$ cat src/rtl/amo_pkg.sv
package amo_pkg;

    localparam int unsigned AMO_DW = 32;
    localparam int unsigned AMO_OPW = 3;

    typedef enum logic [AMO_OPW-1:0] {
        OP_LOAD  = 3'd0,
        OP_STORE = 3'd1,
        OP_SWAP  = 3'd2,
        OP_TAS   = 3'd3,
        OP_FINC  = 3'd4,
        OP_LL    = 3'd5,
        OP_SC    = 3'd6
    } amo_op_e;

    typedef enum logic {
        ST_IDLE = 1'b0,
        ST_EXEC = 1'b1
    } amo_state_e;

    typedef struct packed {
        logic              wr;
        logic [AMO_DW-1:0] wval;
        logic [AMO_DW-1:0] rsp;
    } amo_result_t;

    // Second half of every operation: given the word read in the first cycle,
    // decide the write-back and the response value.
    function automatic amo_result_t amo_eval(amo_op_e op, logic [AMO_DW-1:0] old,
                                             logic [AMO_DW-1:0] wd, logic sc_ok);
        amo_result_t r;
        r.wr   = 1'b0;
        r.wval = wd;
        r.rsp  = old;
        case (op)
            OP_STORE: begin
                r.wr  = 1'b1;
                r.rsp = '0;
            end
            OP_SWAP: r.wr = 1'b1;
            OP_TAS:  r.wr = (old == '0);
            OP_FINC: begin
                r.wr   = 1'b1;
                r.wval = old + AMO_DW'(1);
            end
            OP_SC: begin
                r.wr  = sc_ok;
                r.rsp = AMO_DW'(sc_ok);
            end
            default: ;
        endcase
        return r;
    endfunction

endpackage

$ cat src/rtl/amo_arb.sv
module amo_arb #(
    parameter int unsigned N   = 4,
    localparam int unsigned IW = $clog2(N)
) (
    input  logic          en,
    input  logic [N-1:0]  valid,
    output logic [N-1:0]  grant,
    output logic [IW-1:0] gid
);
    logic [N:0] blocked;
    assign blocked[0] = ~en;

    for (genvar i = 0; i < N; i++) begin : g_chain
        assign grant[i]     = valid[i] & ~blocked[i];
        assign blocked[i+1] = blocked[i] | valid[i];
    end

    always_comb begin
        gid = '0;
        for (int i = N - 1; i >= 0; i--) begin
            if (grant[i]) gid = IW'(i);
        end
    end
endmodule

$ cat src/rtl/amo_mem.sv
module amo_mem #(
    parameter int unsigned DW = 32,
    parameter int unsigned AW = 4,
    localparam int unsigned DEPTH = 1 << AW
) (
    input  logic          clk,
    input  logic          rst,
    input  logic          ren,
    input  logic [AW-1:0] raddr,
    output logic [DW-1:0] rdata,
    input  logic          we,
    input  logic [AW-1:0] waddr,
    input  logic [DW-1:0] wdata
);
    logic [DW-1:0] words [DEPTH];

    always_ff @(posedge clk) begin
        if (rst) begin
            for (int i = 0; i < DEPTH; i++) words[i] <= '0;
            rdata <= '0;
        end else begin
            if (we) words[waddr] <= wdata;
            if (ren) rdata <= words[raddr];
        end
    end
endmodule

$ cat src/rtl/amo_resv.sv
module amo_resv #(
    parameter int unsigned N   = 4,
    parameter int unsigned AW  = 4,
    localparam int unsigned IW = $clog2(N)
) (
    input  logic          clk,
    input  logic          rst,
    input  logic          ev,
    input  logic [IW-1:0] id,
    input  logic [AW-1:0] addr,
    input  logic          is_ll,
    input  logic          is_sc,
    input  logic          wr,
    output logic          sc_ok
);
    logic [N-1:0]  res_v;
    logic [AW-1:0] res_a [N];

    assign sc_ok = res_v[id] && (res_a[id] == addr);

    for (genvar i = 0; i < N; i++) begin : g_slot
        always_ff @(posedge clk) begin
            if (rst) begin
                res_v[i] <= 1'b0;
                res_a[i] <= '0;
            end else if (ev) begin
                if (id == IW'(i)) begin
                    if (is_ll) begin
                        res_v[i] <= 1'b1;
                        res_a[i] <= addr;
                    end else if (is_sc) begin
                        res_v[i] <= 1'b0;   // consumed either way
                    end
                end else if (wr && res_a[i] == addr) begin
                    res_v[i] <= 1'b0;       // foreign write cancels
                end
            end
        end
    end
endmodule

$ cat src/rtl/amo_unit.sv
module amo_unit
    import amo_pkg::*;
#(
    parameter int unsigned NREQ = 4,
    parameter int unsigned DW   = AMO_DW,
    parameter int unsigned AW   = 4,
    localparam int unsigned IDW = $clog2(NREQ),
    localparam int unsigned OPW = AMO_OPW
) (
    input  logic                clk,
    input  logic                rst,
    input  logic [NREQ-1:0]     req_valid,
    input  logic [NREQ*OPW-1:0] req_op,
    input  logic [NREQ*AW-1:0]  req_addr,
    input  logic [NREQ*DW-1:0]  req_wdata,
    output logic [NREQ-1:0]     req_ready,
    output logic                rsp_valid,
    output logic [IDW-1:0]      rsp_id,
    output logic [DW-1:0]       rsp_data
);
    amo_state_e    state;
    logic [IDW-1:0] gid, cur_id;
    amo_op_e       cur_op;
    logic [AW-1:0] cur_addr, sel_addr;
    logic [DW-1:0] cur_wd, sel_wd, mem_rdata;
    logic [OPW-1:0] sel_op;
    logic          accept, exec, sc_ok;
    amo_result_t   res;

    amo_arb #(.N(NREQ)) u_arb (
        .en    (state == ST_IDLE && !rst),
        .valid (req_valid),
        .grant (req_ready),
        .gid   (gid)
    );

    assign accept = |req_ready;
    assign exec   = (state == ST_EXEC);

    always_comb begin
        sel_op   = req_op[gid*OPW +: OPW];
        sel_addr = req_addr[gid*AW +: AW];
        sel_wd   = req_wdata[gid*DW +: DW];
    end

    always_ff @(posedge clk) begin
        if (rst) begin
            state    <= ST_IDLE;
            cur_id   <= '0;
            cur_op   <= OP_LOAD;
            cur_addr <= '0;
            cur_wd   <= '0;
        end else if (accept) begin
            state    <= ST_EXEC;
            cur_id   <= gid;
            cur_op   <= amo_op_e'(sel_op);
            cur_addr <= sel_addr;
            cur_wd   <= sel_wd;
        end else if (exec) begin
            state    <= ST_IDLE;
        end
    end

    amo_mem #(.DW(DW), .AW(AW)) u_mem (
        .clk   (clk),
        .rst   (rst),
        .ren   (accept),
        .raddr (sel_addr),
        .rdata (mem_rdata),
        .we    (exec && res.wr),
        .waddr (cur_addr),
        .wdata (res.wval)
    );

    amo_resv #(.N(NREQ), .AW(AW)) u_resv (
        .clk   (clk),
        .rst   (rst),
        .ev    (exec),
        .id    (cur_id),
        .addr  (cur_addr),
        .is_ll (cur_op == OP_LL),
        .is_sc (cur_op == OP_SC),
        .wr    (res.wr),
        .sc_ok (sc_ok)
    );

    assign res = amo_eval(cur_op, mem_rdata, cur_wd, sc_ok);

    always_ff @(posedge clk) begin
        if (rst) begin
            rsp_valid <= 1'b0;
            rsp_id    <= '0;
            rsp_data  <= '0;
        end else begin
            rsp_valid <= exec;
            if (exec) begin
                rsp_id   <= cur_id;
                rsp_data <= res.rsp;
            end
        end
    end
endmodule

$ cat config.mk
export PLATFORM = sky130hd
export DESIGN_NAME = amo_unit
export DESIGN_NICKNAME = d
export VERILOG_FILES = /design/src/rtl/amo_pkg.sv /design/src/rtl/amo_arb.sv /design/src/rtl/amo_mem.sv /design/src/rtl/amo_resv.sv /design/src/rtl/amo_unit.sv
export SDC_FILE = /design/constraint.sdc
export NUM_CORES = 1
export LEC_CHECK = 0
export ABC_CLOCK_PERIOD_IN_PS = 8800
export BUFFER_PORTS_ARGS = -buffer_cell sky130_fd_sc_hd__buf_2
export CORE_AREA = 5 5 324 326
export CTS_CLUSTER_DIAMETER = 120
export CTS_CLUSTER_SIZE = 30
export DETAILED_ROUTE_END_ITERATION = 12
export DIE_AREA = 0 0 329 331
export GPL_ROUTABILITY_DRIVEN = 0
export GPL_TIMING_DRIVEN = 0
export PLACE_DENSITY = 0.45
export RECOVER_POWER = 25
export SYNTH_ARGS = -nofsm -noshare
export SYNTH_HDL_FRONTEND = slang
export SYNTH_HIERARCHICAL = 1
export SYNTH_SLANG_ARGS = --single-unit
$ cat constraint.sdc
create_clock -name clk -period 8.8 [get_ports clk]
set_input_delay 1.32 -clock clk [delete_from_list [all_inputs] [get_ports clk]]
set_output_delay 1.32 -clock clk [all_outputs]
set_load 0.05 [all_outputs]
==> results.sh <==
export IMPL_n_fill_cell=10200
export IMPL_first_global_vias=20900
export IMPL_cts_root_buf="sky130_fd_sc_hd__clkbuf_16"
export IMPL_antenna_violating_nets_post_route=0
export IMPL_run_status="finished, final reports clean"
export IMPL_r2r_slack_ns=2.79
export IMPL_switching_power_uw=1650
export IMPL_grt_start_max_net_pins=33
export IMPL_regArea_um2=18100
export IMPL_drt_pre_antenna_iters=5
export IMPL_io_buffer_count=200
export IMPL_yosys_cell_count_top_type="sky130_fd_sc_hd__and2_1"
export IMPL_p_per_area_nw_per_um2=175
export IMPL_synthesis_nets=2616
export IMPL_clock_path_buffers=3
export IMPL_slew_viol_final=0
export IMPL_num_io_pins=201
export IMPL_whs_path_depth=2
export IMPL_number_of_clock_sinks=641
export IMPL_place_ws_ns=1.90
export IMPL_route_detailed_vias_per_inst=4.99
export IMPL_finalWirelength_um=103000
export IMPL_initial_core_util_pct=29.8
export IMPL_worst_clock_skew_ns=0.0377
export IMPL_postcts_setup_bufs=0
export IMPL_tritoncts_num_buffers=25
export IMPL_cts_reportedPaths_clkPinSlew_ns=0.11
export IMPL_p_comb_share_pct=14.5
export IMPL_p_seq_share_pct=59.7
export IMPL_placementRows=117
export IMPL_crit_type="in2reg"
export IMPL_reg2reg_depth=14
export IMPL_portion_of_synthesized_cell_area_occupied_by_the_leading_cell_type_pct=52.5
export IMPL_clock_latency_on_the_worst_skew_pair_ns=0.62
export IMPL_postCtsResizedCells=0
export IMPL_timing_fmax_mhz=151
export IMPL_grt_overflow_total=0
export IMPL_synth_cells=2452
export IMPL_setup_worst_path_start_class="input pin"
export IMPL_final_layout_size_suffix_gt1_share_pct=11.8
export IMPL_shortest_clock_period_the_worst_path_allows_after_layout_ns=6.64
export IMPL_global_route_wire_length_before_repair_um=148000
export IMPL_placed_cells=4021
export IMPL_timing_critical_path_required_ns=9.31
export IMPL_holdCritStartpoint="cur_wd[4]"
export IMPL_dr_total_vias=20300
export IMPL_timing_hold_worst_endpoint="cur_wd[4]"
export IMPL_avgSynthCellArea_um2=12.3
export IMPL_tritoncts="yes"
export IMPL_die_w_um=329
export IMPL_p_leak_uw=0.0124
export IMPL_clock_power_share_pct=25.8
export IMPL_postSynth_asyncResetShare_pct=0
export IMPL_period_utilization_post_route_pct=75.5
export IMPL_synth_cell_type_count=58
export IMPL_grt_usage_pct=18.5
export IMPL_finalNonFillerCells=4070
export IMPL_die_area_um2=109000
export IMPL_seq_area_frac_synth_pct=59.9
export IMPL_max_slew_margin_pct=11.3
export IMPL_internal_power_uw=4230
export IMPL_min_delay_path_class="reg2reg"
export IMPL_drt_iter0_markers=1480
export IMPL_finalHoldViolCount=0
export IMPL_drc_errors=0
export IMPL_placeableCoreArea_um2=101000
export IMPL_synth_seq_cells=641
export IMPL_rsz0062_at_grt="false"
export IMPL_tightestPinTransition_ns=1.33
export IMPL_dp_hpwl_um=73700
export IMPL_cts_max_level=1
export IMPL_timing_max_cap_violations=0
export IMPL_final_setup_worst_slack_ns=2.16
export IMPL_ys_dominant_reg_cell="sky130_fd_sc_hd__edfxtp_1"
export IMPL_multi_input_area_um2=11200
export IMPL_yosysWarningCount=6
export IMPL_critical_path_reg2reg_endpoint="u_mem/rdata[30]"
export IMPL_floorplan_die_height_um=331
export IMPL_postCtsHoldBufs=0
export IMPL_synth_top_cells_by_area="sky130_fd_sc_hd__edfxtp_1, sky130_fd_sc_hd__and2_1, sky130_fd_sc_hd__mux2i_1, sky130_fd_sc_hd__dfxtp_1, sky130_fd_sc_hd__mux4_2"
export IMPL_final_setup_viol_count=0
export IMPL_grt_antenna_before_repair=5
export IMPL_cp_end_kind="flip-flop"
export IMPL_critical_path_peak_fanout=12
export IMPL_cp_arrival_ns=7.15
export IMPL_synthDominantAreaCellType="sky130_fd_sc_hd__edfxtp_1"
export IMPL_worst_ir_drop_vdd_mv=0.113
export IMPL_synth_commonest_cells="sky130_fd_sc_hd__and2_1, sky130_fd_sc_hd__edfxtp_1, sky130_fd_sc_hd__mux2i_1, sky130_fd_sc_hd__nand2_1, sky130_fd_sc_hd__a21oi_1"
export IMPL_post_synth_instance_area_um2=30200
export IMPL_reg2reg_from="exec"
export IMPL_fin_tns_setup_ns=0
export IMPL_flow_area_growth_from_synthesis_pct=11.1
export IMPL_power_switching_fraction_pct=28.0
export IMPL_wire_per_inst_um=25.4
export IMPL_number_of_flops_mapped_to_enable_cells_by_yosys=528
export IMPL_finish_net_count=2844
power by group through the flow:
stage	sequential (uW)	combinational (uW)	clock, uW
floorplan	3530	492	0
global placement	3570	847	0
detailed placement	3570	857	0
CTS	3500	859	1570
global route	3520	919	1670
finish	3500	854	1520
through the flow:
step / area (um^2) / hold WS (ns) / util, % / total power, uW
6_report: 33600 / 0.462 / 33.1 / 5870
3_5_place_dp: 33000 / 0.450 / 32.5 / 4430
5_1_grt: 33600 / 0.477 / 33.1 / 6100
2_1_floorplan: 30200 / 0.420 / - / 4020
3_3_place_gp: 32900 / 0.446 / 32.5 / 4420
4_1_cts: 33700 / 0.467 / 33.2 / 5930
worst max-delay path by stage:
stage	from	to	slack (ns)	cells past startpoint
after floorplan	rst	u_mem/rdata[10]	4.19	14
after global placement	rst	u_mem/rdata[29]	1.57	13
after detailed placement	rst	u_mem/rdata[25]	1.90	14
after CTS	rst	u_mem/rdata[25]	2.60	14
after global routing	rst	u_mem/rdata[24]	1.95	15
final	rst	u_mem/rdata[30]	2.16	15
cell families after synthesis:
group	Yosys count	synth area share, %
simple gates	983	18.4
mux	312	11.9
compound gates	258	5.33
fa+ha+maj	2	0.0828
buf+inv	206	2.93
xor+xnor	50	1.45
flops	641	59.9
state kept, by name, indices dropped and copies added, names as in the netlist, 3 cells and up:
signal,count
cur_op,3
u_mem/rdata,32
cur_addr,4
u_mem/words,512
u_resv/res_a,16
cur_wd,32
u_resv/res_v,4
rsp_data,32
area by class of cell:
class | count | area share, %
Clock buffer | 44 | 2.14
Clock inverter | 1 | 0.0484
Tap cell | 1368 | 5.10
Sequential cell | 641 | 53.9
Inverter | 9 | 0.101
Timing Repair Buffer | 201 | 2.89
Multi-Input combinational cell | 1605 | 33.2
Buffer | 197 | 2.53
Antenna cell | 4 | 0.0298
critical path, cell delays in order:
cell and delay [ns]:
sky130_fd_sc_hd__clkbuf_1 0.22, sky130_fd_sc_hd__clkbuf_1 0.37, sky130_fd_sc_hd__nor2_1 0.58, sky130_fd_sc_hd__clkbuf_1 0.60, sky130_fd_sc_hd__nor3b_1 0.40, sky130_fd_sc_hd__o21a_1 0.19, sky130_fd_sc_hd__clkbuf_1 0.24, sky130_fd_sc_hd__buf_2 0.39
sky130_fd_sc_hd__mux4_2 0.40, sky130_fd_sc_hd__and2_1 0.15, sky130_fd_sc_hd__clkbuf_1 0.85, sky130_fd_sc_hd__clkbuf_1 0.86, sky130_fd_sc_hd__a22oi_1 0.28, sky130_fd_sc_hd__nand3_1 0.17, sky130_fd_sc_hd__nand3_1 0.08
per-layer routing:
metal | up-vias | global-route usage (%) | part of all wire [%]
met5 | - | 0 | 0.013
met4 | 2 | 3.71 | 2.0
met3 | 94 | 2.87 | 6.3
met2 | 685 | 32.6 | 48
met1 | 10300 | 24.5 | 43
li1 | 9188 | - | -
layout by cell type (no fill, tap or decap), drive strengths merged, types with 64 or more instances in the layout:
cell type  Yosys  layout
a21oi        138     138
a22oi         64      64
and2         532     532
buf           62     226
clkbuf       135     216
dfxtp        113     113
edfxtp       528     528
mux2i        275     275
nand2        180     180
nand3        108     108
Power figures use the tool's default switching activity.
